===== src/rtl/bsm_pkg.sv =====
package bsm_pkg;
  localparam int TILE_BITS = 2;

  typedef enum logic [1:0] {
    CFG_NEXT   = 2'd0,
    CFG_INDEX  = 2'd1,
    CFG_VECTOR = 2'd2,
    CFG_NONE   = 2'd3
  } cfg_sel_e;

  typedef struct packed {
    logic advance;
    logic nsWe;
    logic idxWe;
    logic mvWe;
  } strobe_t;
endpackage


===== src/rtl/bsm_control.sv =====
module bsm_control #(
  parameter int NUM_TILES  = 4,
  parameter int TILE_SEL_W = 2
) (
  input  logic                  clk,
  input  logic                  rstN,
  input  logic                  inValid,
  input  logic                  cfgWe,
  input  logic [1:0]            cfgSel,
  input  logic [TILE_SEL_W-1:0] cfgTile,
  output bsm_pkg::strobe_t      strb,
  output logic [NUM_TILES-1:0]  tileSel
);
  import bsm_pkg::*;

  always_comb begin
    strb.advance = inValid;
    strb.nsWe    = cfgWe && (cfg_sel_e'(cfgSel) == CFG_NEXT);
    strb.idxWe   = cfgWe && (cfg_sel_e'(cfgSel) == CFG_INDEX);
    strb.mvWe    = cfgWe && (cfg_sel_e'(cfgSel) == CFG_VECTOR);
  end

  always_comb begin
    tileSel = '0;
    for (int t = 0; t < NUM_TILES; t++) begin
      if (cfgWe && (int'(cfgTile) == t)) tileSel[t] = 1'b1;
    end
  end

  AST_TILE_ONEHOT: assert property (@(posedge clk) disable iff (!rstN)
    $onehot0(tileSel)) else $error("tile select not one-hot");
  AST_RESERVED_NO_WRITE: assert property (@(posedge clk) disable iff (!rstN)
    (cfgSel == 2'd3) |-> !(strb.nsWe || strb.idxWe || strb.mvWe)) else $error("reserved select wrote");
endmodule


===== src/rtl/bsm_tile.sv =====
module bsm_tile #(
  parameter int STATE_W   = 4,
  parameter int MV_W      = 8,
  parameter int NS_ADDR_W = STATE_W + 2,
  localparam int NUM_STATES = 1 << STATE_W,
  localparam int NS_DEPTH   = NUM_STATES << bsm_pkg::TILE_BITS,
  localparam int MV_ENTRIES = MV_W / 2,
  localparam int IDX_W      = (MV_ENTRIES > 1) ? $clog2(MV_ENTRIES) : 1
) (
  input  logic                            clk,
  input  logic                            rstN,
  input  logic                            advance,
  input  logic                            nsWe,
  input  logic                            idxWe,
  input  logic                            mvWe,
  input  logic [NS_ADDR_W-1:0]            cfgAddr,
  input  logic [MV_W-1:0]                 cfgData,
  input  logic [bsm_pkg::TILE_BITS-1:0]   sym,
  output logic [MV_W-1:0]                 pmvNext
);
  logic [STATE_W-1:0] state;
  logic [STATE_W-1:0] nextState;
  logic [STATE_W-1:0] nsTab  [NS_DEPTH];
  logic [IDX_W-1:0]   idxTab [NUM_STATES];
  logic [MV_W-1:0]    mvTab  [MV_ENTRIES];

  assign nextState = nsTab[{state, sym}];
  assign pmvNext   = mvTab[idxTab[nextState]];

  always_ff @(posedge clk or negedge rstN) begin
    if (!rstN) begin
      state <= '0;
    end else if (advance) begin
      state <= nextState;
    end
  end

  always_ff @(posedge clk or negedge rstN) begin
    if (!rstN) begin
      for (int i = 0; i < NS_DEPTH; i++) nsTab[i] <= '0;
    end else if (nsWe) begin
      nsTab[cfgAddr] <= cfgData[STATE_W-1:0];
    end
  end

  always_ff @(posedge clk or negedge rstN) begin
    if (!rstN) begin
      for (int i = 0; i < NUM_STATES; i++) idxTab[i] <= '0;
    end else if (idxWe) begin
      idxTab[cfgAddr[STATE_W-1:0]] <= cfgData[IDX_W-1:0];
    end
  end

  always_ff @(posedge clk or negedge rstN) begin
    if (!rstN) begin
      for (int i = 0; i < MV_ENTRIES; i++) mvTab[i] <= '0;
    end else if (mvWe) begin
      mvTab[cfgAddr[IDX_W-1:0]] <= cfgData;
    end
  end

  AST_STATE_HOLD: assert property (@(posedge clk) disable iff (!rstN)
    !advance |=> $stable(state)) else $error("state moved while idle");
endmodule


===== src/rtl/bsm_datapath.sv =====
module bsm_datapath #(
  parameter int BYTE_W    = 8,
  parameter int NUM_TILES = 4,
  parameter int STATE_W   = 4,
  parameter int MV_W      = 8,
  parameter int NS_ADDR_W = STATE_W + 2
) (
  input  logic                 clk,
  input  logic                 rstN,
  input  bsm_pkg::strobe_t     strb,
  input  logic [NUM_TILES-1:0] tileSel,
  input  logic [BYTE_W-1:0]    inByte,
  input  logic [NS_ADDR_W-1:0] cfgAddr,
  input  logic [MV_W-1:0]      cfgData,
  output logic                 matchValid,
  output logic [MV_W-1:0]      matchVec
);
  logic [MV_W-1:0] pmv [NUM_TILES];
  logic [MV_W-1:0] fullNext;

  for (genvar t = 0; t < NUM_TILES; t++) begin : g_tile
    logic [bsm_pkg::TILE_BITS-1:0] sym;
    assign sym = {inByte[BYTE_W-1-t], inByte[t]};

    bsm_tile #(
      .STATE_W   (STATE_W),
      .MV_W      (MV_W),
      .NS_ADDR_W (NS_ADDR_W)
    ) u_tile (
      .clk     (clk),
      .rstN    (rstN),
      .advance (strb.advance),
      .nsWe    (strb.nsWe  && tileSel[t]),
      .idxWe   (strb.idxWe && tileSel[t]),
      .mvWe    (strb.mvWe  && tileSel[t]),
      .cfgAddr (cfgAddr),
      .cfgData (cfgData),
      .sym     (sym),
      .pmvNext (pmv[t])
    );
  end

  always_comb begin
    fullNext = '1;
    for (int t = 0; t < NUM_TILES; t++) fullNext &= pmv[t];
  end

  always_ff @(posedge clk or negedge rstN) begin
    if (!rstN) begin
      matchValid <= 1'b0;
      matchVec   <= '0;
    end else begin
      matchValid <= strb.advance;
      matchVec   <= strb.advance ? fullNext : '0;
    end
  end

  AST_IDLE_ZERO: assert property (@(posedge clk) disable iff (!rstN)
    !strb.advance |=> (matchVec == '0)) else $error("vector set while idle");
  AST_MATCH_NEEDS_VALID: assert property (@(posedge clk) disable iff (!rstN)
    (matchVec != '0) |-> matchValid) else $error("vector without valid");
endmodule


===== src/rtl/bsm_matcher.sv =====
module bsm_matcher #(
  parameter int BYTE_W  = 8,
  parameter int STATE_W = 4,
  parameter int MV_W    = 8,
  localparam int NUM_TILES  = BYTE_W / bsm_pkg::TILE_BITS,
  localparam int TILE_SEL_W = (NUM_TILES > 1) ? $clog2(NUM_TILES) : 1,
  localparam int NS_ADDR_W  = STATE_W + bsm_pkg::TILE_BITS
) (
  input  logic                  clk,
  input  logic                  rstN,
  input  logic                  inValid,
  input  logic [BYTE_W-1:0]     inByte,
  input  logic                  cfgWe,
  input  logic [1:0]            cfgSel,
  input  logic [TILE_SEL_W-1:0] cfgTile,
  input  logic [NS_ADDR_W-1:0]  cfgAddr,
  input  logic [MV_W-1:0]       cfgData,
  output logic                  matchValid,
  output logic [MV_W-1:0]       matchVec
);
  bsm_pkg::strobe_t     strb;
  logic [NUM_TILES-1:0] tileSel;

  bsm_control #(
    .NUM_TILES  (NUM_TILES),
    .TILE_SEL_W (TILE_SEL_W)
  ) u_ctrl (
    .clk     (clk),
    .rstN    (rstN),
    .inValid (inValid),
    .cfgWe   (cfgWe),
    .cfgSel  (cfgSel),
    .cfgTile (cfgTile),
    .strb    (strb),
    .tileSel (tileSel)
  );

  bsm_datapath #(
    .BYTE_W    (BYTE_W),
    .NUM_TILES (NUM_TILES),
    .STATE_W   (STATE_W),
    .MV_W      (MV_W),
    .NS_ADDR_W (NS_ADDR_W)
  ) u_dp (
    .clk        (clk),
    .rstN       (rstN),
    .strb       (strb),
    .tileSel    (tileSel),
    .inByte     (inByte),
    .cfgAddr    (cfgAddr),
    .cfgData    (cfgData),
    .matchValid (matchValid),
    .matchVec   (matchVec)
  );
endmodule


===== config.mk =====
export PLATFORM = sky130hd
export DESIGN_NAME = bsm_matcher
export DESIGN_NICKNAME = d
export VERILOG_FILES = /design/src/rtl/bsm_pkg.sv /design/src/rtl/bsm_control.sv /design/src/rtl/bsm_tile.sv /design/src/rtl/bsm_datapath.sv /design/src/rtl/bsm_matcher.sv
export SDC_FILE = /design/constraint.sdc
export NUM_CORES = 2
export LEC_CHECK = 0
export BUFFER_PORTS_ARGS = -buffer_cell sky130_fd_sc_hd__buf_2
export CAP_MARGIN = 25
export CORE_ASPECT_RATIO = 0.75
export CORE_UTILIZATION = 35
export CTS_CLUSTER_SIZE = 24
export DETAILED_ROUTE_END_ITERATION = 10
export PLACE_DENSITY_LB_ADDON = 0.05
export SYNTH_ARGS = -nofsm -noshare
export SYNTH_HDL_FRONTEND = slang
export SYNTH_SLANG_ARGS = --single-unit

===== constraint.sdc =====
create_clock -name clk -period 11.1 [get_ports clk]
set_input_delay 1.665 -clock clk [delete_from_list [all_inputs] [get_ports clk]]
set_output_delay 1.665 -clock clk [all_outputs]
set_load 0.03 [all_outputs]

==> qor.txt <==
Critical R2R Capture: u_dp.matchVec[6]$_DFF_PN0_
Post-CTS setup buffers: 0
CTS tree: done
Ys flop type: dfrtp_1
Clock network latency to the later pin of the worst-skew pair: 0.78 ns
Worst rel slew slack: 0.253
Global routing's busiest layer: met1
Grt met1 use: 0.355
# rows: 132
RSZ-0062 raised after global routing: no
Leakage: 0.0323 uW
Drt wl/cell: 28.6 um
FF+latch count, synth: 1,305
Largest family of logic cells by synthesized area: multiplexers
Pin count of the biggest net entering global routing: 160
Min Tclk post-route: 6.33 ns
Critical Path Start Type: input pin
Max clock buf depth: 3
Worst hold stages: 1
Area leader, netlist: dfrtp_1
Critical path data required time: 11.77 ns
Finished Core Util: 0.396
Placed cells: 6,407
Pwr Total: 11,800 uW
Number of port buffers: 38
CTS Sinks: 1,305
Power per cell area: 173 nW/um2
All-Layer GR Usage: 0.218
Vias per std cell: 5.51
Arrival @ worst endpoint: 7.01 ns
TNS Setup: 0 ns
Pins over their slew limit: 0
Min-delay worst type: reg -> reg
Share of cells above drive strength 1: 0.445
Grt ovf: 0
Tightest Pin Transition: 1.12 ns
GR Util met3: 0.0363
Final Wtd Congestion: 0.805
Simple-gate portion of the synthesized area: 0.0552
Worst R2R Start: u_dp.g_tile[3].u_tile.state[0]$_DFFE_PN0P_
Peak Freq: 158 MHz
Post-synthesis cell count: 4,323
WS Path Type: in -> reg
First-pass GRT wire length: 283,000 um
Area Overhead vs Synth: 11.9%
Max Cap Viol: 0
CTS Buf Count: 146
Maximum VDD drop: 0.000113 V
Via Count: 36.7k
R2R Setup Slk: 5.46 ns
Cell Area, Synth: 61,300 um2
Vias in the first global route: 37.5k
Antenna-violating nets left: 0
Initial Util: 0.354
Post-synth ARST share: 1.00
Post-synthesis mux area share: 0.369
Adder-Cell Fraction of Synth Area: 0
Final setup viols: 0
Run status: finished, final reports clean
Final std cells w/o fill: 6,667
Hold Buf Count CTS: 0
Pre-antenna DRT Iters: 7
Source of the worst hold timing path: u_dp.g_tile[0].u_tile.nsTab[88]$_DFFE_PN0P_
Synth Area in XOR/XNOR: 0
Setup Skew: 0.0222 ns
Total Wirelength: 191,000 um
Syn Area/Cell: 14.2 um2
Worst Setup End Kind: flip-flop
Compound-cell area share of the yosys netlist: 0.0182
Synth top area share: 0.533
Post-Syn Nets: 4,353
WHS Endpoint: u_dp.g_tile[0].u_tile.nsTab[88]$_DFFE_PN0P_
Number of synthesized flops with an enable pin: 0
Final Hold Vio Count: 0
H-tree Lvls: 4
Die span in y: 364 um
Final hold slack: 0.496 ns
Cell with the most instances after synthesis: mux2_2
Resized cells post-CTS: 0
Reg2reg path depth: 12
Met2 Resource Use GR: 0.301
IO Pins: 39
Initial antenna violation count: 15
Yosys cell types: 77
Final period util: 0.570
Syn. warnings: 0
NumNets Final: 4,312
Core area: 173,000 um2
Most frequent cells after synthesis: 1,325 x mux2_2, 1,305 x dfrtp_1, 302 x nand2_1
Dpl hpwl: 126,000 um
Top post-synthesis cells by area: dfrtp_1 53%, mux2_2 24%, mux4_2 8.9%
DRC: 0
Die area: 177,000 um2
Seq/Total Area, Yosys: 0.533
Clk root buf: clkbuf_16
Starting DRT DRC Count: 2,615
Clk slew on worst S/H paths: 0.06 ns
Die X: 485 um
Crit-path max FO: 41
==> cell usage in the layout (no fill, tap or decap), types with 24 or more instances in the layout <==
| master | netlist | routed |
|---|---|---|
| mux2_2 | 1325 | 1325 |
| dfrtp_1 | 1305 | 1300 |
| nand2_1 | 302 | 301 |
| mux4_2 | 241 | 241 |
| mux2i_1 | 200 | 200 |
| nor2_1 | 176 | 176 |
| clkbuf_16 | 0 | 154 |
| buf_4 | 18 | 86 |
| nor3_1 | 71 | 70 |
| nand3_1 | 69 | 68 |
| clkbuf_1 | 231 | 42 |
| nor2b_1 | 40 | 40 |
| clkbuf_8 | 0 | 33 |
| buf_2 | 44 | 28 |
| a21oi_1 | 26 | 26 |
| o21ai_0 | 24 | 24 |
==> stage by stage <==
stage / worst slack, ns / instance area, um2
3_3_place_gp: 4.00 / 63700
5_1_grt: 4.41 / 68500
2_1_floorplan: 5.87 / 61300
3_5_place_dp: 3.91 / 63700
6_report: 4.77 / 68500
4_1_cts: 4.73 / 68500
==> state kept, by name, summed over array words and instances (netlist names) <==
name and count:
u_dp.g_tile.u_tile.mvTab 128, u_dp.g_tile.u_tile.idxTab 128, u_dp.matchVec 8, u_dp.g_tile.u_tile.state 16
u_dp.matchValid 1, u_dp.g_tile.u_tile.nsTab 1024
==> worst max-delay path by stage <==
stage / start / end / slack (ns) / cells after the start
2_1_floorplan: inByte[5] / u_dp.matchVec[1]$_DFF_PN0_ / 5.87 / 15
5_1_grt: inByte[3] / u_dp.matchVec[0]$_DFF_PN0_ / 4.41 / 13
4_1_cts: inByte[3] / u_dp.matchVec[2]$_DFF_PN0_ / 4.73 / 13
3_5_place_dp: inByte[3] / u_dp.matchVec[2]$_DFF_PN0_ / 3.91 / 13
6_report: inByte[3] / u_dp.matchVec[6]$_DFF_PN0_ / 4.77 / 13
3_3_place_gp: inByte[3] / u_dp.matchVec[5]$_DFF_PN0_ / 4.00 / 13
==> power breakdown <==
part	leakage (uW)	switching, uW	internal [uW]
registers	0.0180	151	4920
logic	0.0119	1180	679
clock network	0.00233	2030	2860
total	0.0323	3360	8460
==> worst max-delay path: stages <==
cell and delay, ns:
buf_4 0.33, buf_4 0.70, mux4_2 0.61, mux2i_1 0.14, o22ai_1 0.15, nor4_1 0.70
a31o_2 0.47, mux2_2 0.40, o211ai_1 0.20, nand4_2 0.70, mux2_2 0.45, o211ai_1 0.09
nor4_2 0.31
==> metal layers <==
metal,share of wire,vias to the layer above
li1,-,15800
met1,0.53,20100
met2,0.41,701
met3,0.044,181
met4,0.014,0
met5,0,-
==> final cells by class <==
| class | instances | area, um2 |
|---|---|---|
| flip-flops and latches | 1305 | 32700 |
| clock buffers | 229 | 4470 |
| inverters | 17 | 63.8 |
| fillers | 16300 | 105000 |
| clock inverters | 23 | 259 |
| diodes | 3 | 7.51 |
| well taps | 2278 | 2850 |
| multi-input cells | 2681 | 27200 |
| repair buffers | 131 | 1080 |
==> kinds of logic after synthesis <==
logic type,Yosys count
compound gates,158
buf+inv,337
flops,1305
mux,1781
simple gates,742
Power figures use the tool's default switching activity.
